===== src/rtl/alu_pkg.sv =====
package alu_pkg;

    localparam int XLEN = 32;
    localparam int IMMW = 16;
    localparam int SHW  = $clog2(XLEN);

    typedef enum logic [4:0] {
        OP_ADD, OP_ADDU, OP_SUB, OP_SUBU,
        OP_AND, OP_OR, OP_XOR, OP_NOR,
        OP_ADDI, OP_ADDIU, OP_ANDI, OP_ORI, OP_XORI, OP_LUI,
        OP_SLT, OP_SLTU, OP_SLTI, OP_SLTIU,
        OP_SLL, OP_SRL, OP_SRA, OP_SLLV, OP_SRLV, OP_SRAV
    } op_e;

    typedef enum logic [1:0] {U_ARITH, U_LOGIC, U_SHIFT, U_CMP} unit_e;
    typedef enum logic [2:0] {LG_AND, LG_OR, LG_XOR, LG_NOR, LG_PASSB} lg_e;
    typedef enum logic [1:0] {SH_LL, SH_RL, SH_RA} sh_e;
    typedef enum logic [1:0] {IMM_NONE, IMM_SEXT, IMM_ZEXT, IMM_UPPER} imm_e;

    typedef struct packed {
        unit_e unit;
        imm_e  imm;
        logic  sub;
        logic  ovf_chk;
        logic  cmp_uns;
        lg_e   lg;
        sh_e   sh;
        logic  sh_var;
    } ctl_t;

    function automatic ctl_t decode(op_e op);
        ctl_t c;
        c.unit    = U_ARITH;
        c.imm     = IMM_NONE;
        c.sub     = 1'b0;
        c.ovf_chk = 1'b0;
        c.cmp_uns = 1'b0;
        c.lg      = LG_AND;
        c.sh      = SH_LL;
        c.sh_var  = 1'b0;
        case (op)
            OP_ADD:   c.ovf_chk = 1'b1;
            OP_ADDU:  ;
            OP_SUB:   begin c.sub = 1'b1; c.ovf_chk = 1'b1; end
            OP_SUBU:  c.sub = 1'b1;
            OP_AND:   begin c.unit = U_LOGIC; c.lg = LG_AND; end
            OP_OR:    begin c.unit = U_LOGIC; c.lg = LG_OR;  end
            OP_XOR:   begin c.unit = U_LOGIC; c.lg = LG_XOR; end
            OP_NOR:   begin c.unit = U_LOGIC; c.lg = LG_NOR; end
            OP_ADDI:  begin c.imm = IMM_SEXT; c.ovf_chk = 1'b1; end
            OP_ADDIU: c.imm = IMM_SEXT;
            OP_ANDI:  begin c.unit = U_LOGIC; c.lg = LG_AND; c.imm = IMM_ZEXT; end
            OP_ORI:   begin c.unit = U_LOGIC; c.lg = LG_OR;  c.imm = IMM_ZEXT; end
            OP_XORI:  begin c.unit = U_LOGIC; c.lg = LG_XOR; c.imm = IMM_ZEXT; end
            OP_LUI:   begin c.unit = U_LOGIC; c.lg = LG_PASSB; c.imm = IMM_UPPER; end
            OP_SLT:   begin c.unit = U_CMP; c.sub = 1'b1; end
            OP_SLTU:  begin c.unit = U_CMP; c.sub = 1'b1; c.cmp_uns = 1'b1; end
            OP_SLTI:  begin c.unit = U_CMP; c.sub = 1'b1; c.imm = IMM_SEXT; end
            OP_SLTIU: begin c.unit = U_CMP; c.sub = 1'b1; c.cmp_uns = 1'b1; c.imm = IMM_SEXT; end
            OP_SLL:   begin c.unit = U_SHIFT; c.sh = SH_LL; end
            OP_SRL:   begin c.unit = U_SHIFT; c.sh = SH_RL; end
            OP_SRA:   begin c.unit = U_SHIFT; c.sh = SH_RA; end
            OP_SLLV:  begin c.unit = U_SHIFT; c.sh = SH_LL; c.sh_var = 1'b1; end
            OP_SRLV:  begin c.unit = U_SHIFT; c.sh = SH_RL; c.sh_var = 1'b1; end
            OP_SRAV:  begin c.unit = U_SHIFT; c.sh = SH_RA; c.sh_var = 1'b1; end
            default:  ;
        endcase
        return c;
    endfunction

endpackage


===== src/rtl/operand_prep.sv =====
module operand_prep
    import alu_pkg::*;
#(
    parameter int W  = XLEN,
    parameter int IW = IMMW,
    parameter int SW = SHW
) (
    input  ctl_t          ctl,
    input  logic [W-1:0]  opa,
    input  logic [W-1:0]  opb,
    input  logic [IW-1:0] imm,
    input  logic [SW-1:0] shamt,
    output logic [W-1:0]  b_eff,
    output logic [SW-1:0] sh_amt
);
    localparam int PADW = W - IW;

    always_comb begin
        case (ctl.imm)
            IMM_SEXT:  b_eff = {{PADW{imm[IW-1]}}, imm};
            IMM_ZEXT:  b_eff = {{PADW{1'b0}}, imm};
            IMM_UPPER: b_eff = {imm, {PADW{1'b0}}};
            default:   b_eff = opb;
        endcase
        sh_amt = ctl.sh_var ? opa[SW-1:0] : shamt;
    end
endmodule


===== src/rtl/addsub_unit.sv =====
module addsub_unit
    import alu_pkg::*;
#(
    parameter int W = XLEN
) (
    input  logic [W-1:0] a,
    input  logic [W-1:0] b,
    input  logic         sub,
    input  logic         cmp_uns,
    output logic [W-1:0] sum,
    output logic         ovf_raw,
    output logic         lt
);
    logic [W-1:0] b_op;
    logic [W:0]   wide;

    always_comb begin
        b_op    = sub ? ~b : b;
        wide    = {1'b0, a} + {1'b0, b_op} + {{W{1'b0}}, sub};
        sum     = wide[W-1:0];
        ovf_raw = (a[W-1] == b_op[W-1]) && (sum[W-1] != a[W-1]);
        if (cmp_uns)
            lt = ~wide[W];
        else
            lt = (a[W-1] != b[W-1]) ? a[W-1] : sum[W-1];
    end
endmodule


===== src/rtl/logic_unit.sv =====
module logic_unit
    import alu_pkg::*;
#(
    parameter int W = XLEN
) (
    input  logic [W-1:0] a,
    input  logic [W-1:0] b,
    input  lg_e          fn,
    output logic [W-1:0] y
);
    always_comb begin
        case (fn)
            LG_AND:   y = a & b;
            LG_OR:    y = a | b;
            LG_XOR:   y = a ^ b;
            LG_NOR:   y = ~(a | b);
            default:  y = b;
        endcase
    end
endmodule


===== src/rtl/shift_unit.sv =====
module shift_unit
    import alu_pkg::*;
#(
    parameter int W  = XLEN,
    parameter int SW = SHW
) (
    input  logic [W-1:0]  val,
    input  logic [SW-1:0] amt,
    input  sh_e           kind,
    output logic [W-1:0]  y
);
    logic [W-1:0] stage [SW+1];
    logic         fill;
    logic         left;

    assign fill     = (kind == SH_RA) ? val[W-1] : 1'b0;
    assign left     = (kind == SH_LL);
    assign stage[0] = val;

    for (genvar s = 0; s < SW; s++) begin : g_stage
        localparam int D = 1 << s;
        always_comb begin
            if (!amt[s])
                stage[s+1] = stage[s];
            else if (left)
                stage[s+1] = {stage[s][W-1-D:0], {D{1'b0}}};
            else
                stage[s+1] = {{D{fill}}, stage[s][W-1:D]};
        end
    end

    assign y = stage[SW];
endmodule


===== src/rtl/int_exec_unit.sv =====
module int_exec_unit
    import alu_pkg::*;
#(
    parameter int W  = XLEN,
    parameter int IW = IMMW,
    parameter int SW = SHW,
    parameter int RW = 5
) (
    input  logic [4:0]    op_sel,
    input  logic [W-1:0]  opa,
    input  logic [W-1:0]  opb,
    input  logic [IW-1:0] imm16,
    input  logic [SW-1:0] shamt,
    input  logic [RW-1:0] dst_idx,
    output logic [W-1:0]  result,
    output logic          wr_en,
    output logic          ovf
);
    op_e          op;
    ctl_t         ctl;
    logic [W-1:0] b_eff;
    logic [SW-1:0] sh_amt;
    logic [W-1:0] sum, lg_y, sh_y;
    logic         ovf_raw, lt;

    assign op  = op_e'(op_sel);
    assign ctl = decode(op);

    operand_prep #(.W(W), .IW(IW), .SW(SW)) u_prep (
        .ctl(ctl), .opa(opa), .opb(opb), .imm(imm16), .shamt(shamt),
        .b_eff(b_eff), .sh_amt(sh_amt)
    );

    addsub_unit #(.W(W)) u_add (
        .a(opa), .b(b_eff), .sub(ctl.sub), .cmp_uns(ctl.cmp_uns),
        .sum(sum), .ovf_raw(ovf_raw), .lt(lt)
    );

    logic_unit #(.W(W)) u_logic (
        .a(opa), .b(b_eff), .fn(ctl.lg), .y(lg_y)
    );

    shift_unit #(.W(W), .SW(SW)) u_shift (
        .val(opb), .amt(sh_amt), .kind(ctl.sh), .y(sh_y)
    );

    always_comb begin
        case (ctl.unit)
            U_LOGIC: result = lg_y;
            U_SHIFT: result = sh_y;
            U_CMP:   result = {{(W-1){1'b0}}, lt};
            default: result = sum;
        endcase
        ovf   = ctl.ovf_chk & ovf_raw;
        wr_en = (dst_idx != '0) & ~ovf;
    end

    always_comb begin

        ovf_blocks_write_chk: assert (!(ovf && wr_en))
            else $error("write enabled during overflow");

        no_overflow_chk: assert (!(ovf && !(op == OP_ADD || op == OP_ADDI || op == OP_SUB)))
            else $error("overflow on non-trapping op");

        zero_dst_chk: assert (!(dst_idx == '0 && wr_en))
            else $error("write to index zero");

        cmp_bool_chk: assert (!((op == OP_SLT || op == OP_SLTU || op == OP_SLTI || op == OP_SLTIU)
                                && result[W-1:1] != '0))
            else $error("compare result not boolean");

        upper_low_zero_chk: assert (!(op == OP_LUI && result[W-IW-1:0] != '0))
            else $error("upper-immediate low half not zero");

        write_when_clean_chk: assert (!(dst_idx != '0 && !ovf && !wr_en))
            else $error("write dropped without overflow");
    end
endmodule


===== config.mk =====
export PLATFORM = sky130hd
export DESIGN_NAME = int_exec_unit
export DESIGN_NICKNAME = d
export VERILOG_FILES = /design/src/rtl/alu_pkg.sv /design/src/rtl/operand_prep.sv /design/src/rtl/addsub_unit.sv /design/src/rtl/logic_unit.sv /design/src/rtl/shift_unit.sv /design/src/rtl/int_exec_unit.sv
export SDC_FILE = /design/constraint.sdc
export NUM_CORES = 1
export LEC_CHECK = 0
export ABC_AREA = 1
export BUFFER_PORTS_ARGS = -buffer_cell sky130_fd_sc_hd__buf_2
export CAP_MARGIN = 40
export CORE_MARGIN = 2
export CORE_UTILIZATION = 59
export DETAILED_ROUTE_END_ITERATION = 6
export PLACE_DENSITY = 0.94
export SYNTH_ARGS = -nofsm -noshare
export SYNTH_HDL_FRONTEND = slang
export SYNTH_SLANG_ARGS = --single-unit

===== constraint.sdc =====
create_clock -name vclk -period 7.4
set_clock_uncertainty 0.1 [all_clocks]
set_input_delay 0 -clock vclk [all_inputs]
set_output_delay 0 -clock vclk [all_outputs]
set_load 0.03 [all_outputs]

After elaboration in Yosys (flattened, before gate mapping)

Index checks and enable logic that the tools add are counted.

Input bits: 95
Register bits: 0
Logic and storage cells: 90
Output and inout bits: 34

Muxes and demuxes: 26
Equal/unequal tests: 35
Bitwise operators: 9
Add/sub/neg operators: 2
Reductions and logical operators: 18

Operators by type and width:

| operator           | number |
|---|---|
| $mux 32            | 11 |
| $pmux 32 s3        | 2 |
| $pmux 32 s4        | 1 |
| $not 32->32        | 2 |
| $eq 5x4->1 const B | 8 |
| $eq 5x5->1 const B | 8 |
| $add 32x32->33     | 1 |
| $add 33x1->33      | 1 |
| $and 32x32->32     | 1 |
| $or 32x32->32      | 1 |
| $xor 32x32->32     | 1 |
| $eq 5x3->1 const B | 4 |
| $pmux 2 s3         | 2 |
| $pmux 3 s4         | 1 |
| $reduce_or 6->1    | 2 |
| $eq 2x2->1 const B | 5 |
| $eq 5x2->1 const B | 2 |
| $reduce_or 2->1    | 5 |
| $reduce_or 3->1    | 3 |
| $reduce_or 4->1    | 2 |
| $reduce_or 8->1    | 1 |
| $mux 1             | 7 |
| $eq 3x2->1 const B | 2 |
| $logic_not 5->1    | 1 |
| 12 further kinds   | 16 |

Depth between registers and ports, before layout

Word-level depth: 16
Mapped depth: 30
Depth with buffers taken out: 28

By module

Synthesis repeated with hierarchy kept, for this count alone.

Cell total of the unflattened synthesis: 1,942
Area total of the unflattened synthesis: 10,602.7 µm²

Modules (own cells, without submodules):

| module        | area an instance (µm²) | cells an instance | sequential area each (µm²) | times used |
|---|---|---|---|---|
| shift_unit    | 3,427.0                | 695               | 0.0                        | 1 |
| logic_unit    | 2,685.1                | 486               | 0.0                        | 1 |
| addsub_unit   | 2,381.0                | 396               | 0.0                        | 1 |
| int_exec_unit | 1,282.5                | 220               | 0.0                        | 1 |
| operand_prep  | 827.0                  | 145               | 0.0                        | 1 |

Least setup slack after synthesis

No wires, ideal clock.

Path kind: input to output
Start point: in op_sel[1]
End point: out result[22]
Stages: 26
Arrival time: 3,392 ps
Path slack: 3,908 ps
Path buffers: 3
Data required time: 7,300 ps
Path through: buf_4 > inv_2 > nand3_1 > nand2_2 > a31oi_1 > inv_1 > buf_2 > buf_1 > xor2_1 > ha_1 > a21o_1 > nand2_1 > nand3_1 > nand2_1 > nand2_1 > nand3_1 > nand2_1 > nand2_1 > nand2_1 > a21boi_0 > o21bai_1 > xor2_1 > nand2_1 > nand2_1 > inv_1 > nand2_1

Longest elaborated chain between the ends: 15
Elaborated cells between the ends (all ways): 74
Classes of those cells: add/sub (2); eq/ne (32); mux (22); bitwise (5); reduce/logical (13)

RTL lines:

| element                                                 | line                | RTL |
|---|---|---|
| start: declaration                                      | int_exec_unit.sv:9  | `input logic [4:0] op_sel,` |
| branches (longest 14 deep; another with $add 32x32->33) | -                   |  |
| $pmux 32 s3 (*)                                         | int_exec_unit.sv:48 | `case (ctl.unit)` |
| end: declaration                                        | int_exec_unit.sv:15 | `output logic [W-1:0] result,` |

Every way passes the cells marked *.

Worst setup path in the final report

Start point: in op_sel[0]
End point: out wr_en

Longest elaborated chain between the ends: 14
Elaborated cells between the ends (all ways): 34
Classes of those cells: add/sub (2); eq/ne (17); mux (5); bitwise (4); reduce/logical (6)

RTL lines:

| element                                                      | line                | RTL |
|---|---|---|
| $eq 5x5->1 or $eq 5x4->1 (tied branches)                     | alu_pkg.sv:41       | `case (op)` |
| $reduce_or 4->1 (no line) or $reduce_or 3->1 (tied branches) | -                   |  |
| $pmux 2 s3                                                   | alu_pkg.sv:41       |  |
| $eq 2x2->1 or $eq 2x1->1 (tied branches)                     | operand_prep.sv:19  | `case (ctl.imm)` |
| $pmux 32 s3                                                  | operand_prep.sv:19  |  |
| $not 32->32                                                  | addsub_unit.sv:18   | `b_op = sub ? ~b : b;` |
| $mux 32                                                      | addsub_unit.sv:18   |  |
| $add 32x32->33                                               | addsub_unit.sv:19   | `wide = {1'b0, a} + {1'b0, b_op} + {{W{1'b0}}, sub};` |
| $add 33x1->33                                                | addsub_unit.sv:19   |  |
| $ne 1x1->1                                                   | addsub_unit.sv:21   | `ovf_raw = (a[W-1] == b_op[W-1]) && (sum[W-1] != a[W-1]);` |
| $logic_and 1x1->1                                            | addsub_unit.sv:21   |  |
| $and 1x1->1 (*)                                              | int_exec_unit.sv:54 | `ovf = ctl.ovf_chk & ovf_raw;` |
| $not 1->1 (*)                                                | int_exec_unit.sv:55 | `wr_en = (dst_idx != '0) & ~ovf;` |
| $and 1x1->1 (*)                                              | int_exec_unit.sv:55 |  |
| end: declaration                                             | int_exec_unit.sv:16 | `output logic wr_en,` |

Every way passes the cells marked *; elsewhere a longest branch is shown, timed or not.

==> impl_metrics.csv <==
group,metric,value,unit
grt,grt-ovfl-total,0,
final_layout,num-nets-final,1849,
grt,grt_max_degree,63,
final_layout,regArea,0,sq um
yosys,ys_types,47,
place,hpwlAfterDp,29900,um
yosys,syn_avg_cell_area,5.29,sq um
place,gp_congestion,1.17,
worst_setup_path,critPathMaxStageDelay,0.76,ns
final_layout,final_cell_mix,"nand2_1 (510), nand3_1 (235), inv_1 (157), buf_2 (130), ha_1 (95)",
yosys,synth_cells,1594,
yosys,yosysWarningCount,0,
sta,worst_slack,2.23,ns
floorplanning,die_w,124,um
final_layout,nClkBuffers,0,
final_layout,design.seq.count,0,
yosys,yosys.area.top_type,"nand2_1",
worst_setup_path,criticalPathCategory,"input pin to output pin",
yosys,synth_compound_gate_area_share,21.7,%
final_layout,layout_commonest_cell,"nand2_1",
yosys,synth-seq-area-share,0,%
yosys,synth-simple-area-share,46.6,%
grt,first_global_vias,10600,
grt,track_usage,49.1,%
sta,finalCritPeriodShare,69.9,%
place,placed_cells,1836,
sta,slew_viol_final,0,
clock_network,cts-resized-gates,0,
floorplanning,ios,129,
yosys,synth_nets,1785,
sta,period_minus_slack,5.17,ns
status,outcome,"finished, violations left",
final_layout,drive_gt1_share,11.8,%
yosys,synth_top_family_by_area,"simple AND/OR/NAND/NOR gates",
floorplanning,initial_core_util,60.5,%
floorplanning,rows,43,
sta,fin_tns_setup,0,ns
worst_setup_path,end_kind,"output pin",
status,failed_checks,"DRC",
detailed_routing,via_count,11800,
floorplanning,die-height,124,um
clock_network,postCtsSetupBuffers,0,
detailed_routing,drt_iter0_markers,1550,
yosys,synth_fa_ha_area_share,14.3,%
detailed_routing,drc,6,
worst_hold_path,holdCritPathClass,"input pin to output pin",
grt,grt_pass1_wl,57200,um
clock_network,holdBufCountCts,0,
yosys,synth_area_leaders,"nand2_1 (23%), ha_1 (14%), nand3_1 (14%), inv_1 (7.0%), a21oi_1 (4.7%)",
final_layout,utilization,64.6,%
final_layout,finalNonFillerCells,1838,
worst_setup_path,worst_path_max_delay_cell,"nor2_1",
detailed_routing,dr.pass1.iters,7,
sta,fmax,193,MHz
worst_setup_path,cp-start-kind,"input pin",
sta,setup_viol,0,
floorplanning,die_area,0.0153,sq mm
yosys,synthMuxAreaShare,0,%
place,place_ws,2.45,ns
final_layout,syn2layout_area_growth,6.82,%
yosys,synth_xor_area_share,4.67,%
job,drv_cap,0,
detailed_routing,ant_nets,0,
sta,grt_setup_unrepaired,"no",
place,numPortBuffers,129,
detailed_routing,wire_per_inst,20.8,um
worst_setup_path,cp.required,7.30,ns
floorplanning,core,0.0139,sq mm
detailed_routing,routed_wl,38200,um
sta,worst_slew_pin_slew,1.01,ns
detailed_routing,viasPerCell,6.43,
grt,antenna_found_initial,1,
sta,relSlewSlack,32.6,%
worst_setup_path,cp_max_fo,23,
yosys,yosys.area.top_type_share,22.7,%
yosys,syn_area,0.00843,sq mm
worst_setup_path,worstPathArrival,5.07,ns
sta,hold_viol,0,
[kinds of logic (layout without fill, tap and decap cells)]
group | after synthesis | in the layout
simple gates | 915 | 915
compound gates | 287 | 287
buf+inv | 251 | 313
fa+ha+maj | 96 | 96
xor+xnor | 45 | 45
other cells | 0 | 2
[worst max-delay path, delay by kind of cell]
kind	cells	cell delay [ns]
XOR/XNOR	1	0.24
buffers and inverters	5	0.62
AO/OA/AOI/OAI	6	1.59
AND/OR/NAND/NOR	12	2.25
adder cells (fa/ha/maj)	1	0.37
[per-stage QoR]
stage	hold slack (ns)	instance area (sq um)
2_1_floorplan	0.120	8430
3_3_place_gp	0.326	8980
3_5_place_dp	0.339	9000
4_1_cts	0.339	9000
5_1_grt	0.373	9000
6_report	0.345	9010
[per-layer routing]
| layer | GRT usage, % | routed length (um) | vias up | share of wire, % |
|---|---|---|---|---|
| met5 | 0 | 0 | - | 0 |
| li1 | - | - | 5494 | - |
| met3 | 17.0 | 5260 | 243 | 14 |
| met4 | 38.6 | 3560 | 0 | 9.3 |
| met2 | 76.1 | 16300 | 841 | 43 |
| met1 | 54.5 | 13100 | 5242 | 34 |
[path summary, 6_finish.rpt]
check,from,to,cells past startpoint,slack [ns]
max,op_sel[0],wr_en,25,2.23
min,dst_idx[4],wr_en,6,0.34
[final cells by class]
class                           instances  area (sq um)
Multi-Input combinational cell       1343          7380
Fill cell                            1401          4930
Timing Repair Buffer                  144           763
Inverter                              169           634
Tap cell                              180           225
Antenna cell                            2          5.00
[synth_stat cells, drive strengths merged]
| cell | count |
|---|---|
| nand2 | 522 |
| nand3 | 239 |
| inv | 168 |
| nor2 | 104 |
| ha | 95 |
| a21oi | 80 |
| o21ai | 70 |
| o211ai | 56 |
| buf | 46 |
| a22oi | 42 |
| xor2 | 42 |
| clkbuf | 36 |
| nor3 | 26 |
| nand4 | 17 |
| o2111ai | 10 |
| a21o | 4 |
| a31oi | 4 |
| o22ai | 4 |
| a211oi | 3 |
| a21boi | 3 |
| and2 | 3 |
| o21a | 3 |
| xnor2 | 3 |
| a221oi | 2 |
| nand3b | 2 |
| o21bai | 2 |
| o31ai | 2 |
| a31o | 1 |
| and3 | 1 |
| clkinv | 1 |
| fa | 1 |
| o221ai | 1 |
| or2 | 1 |
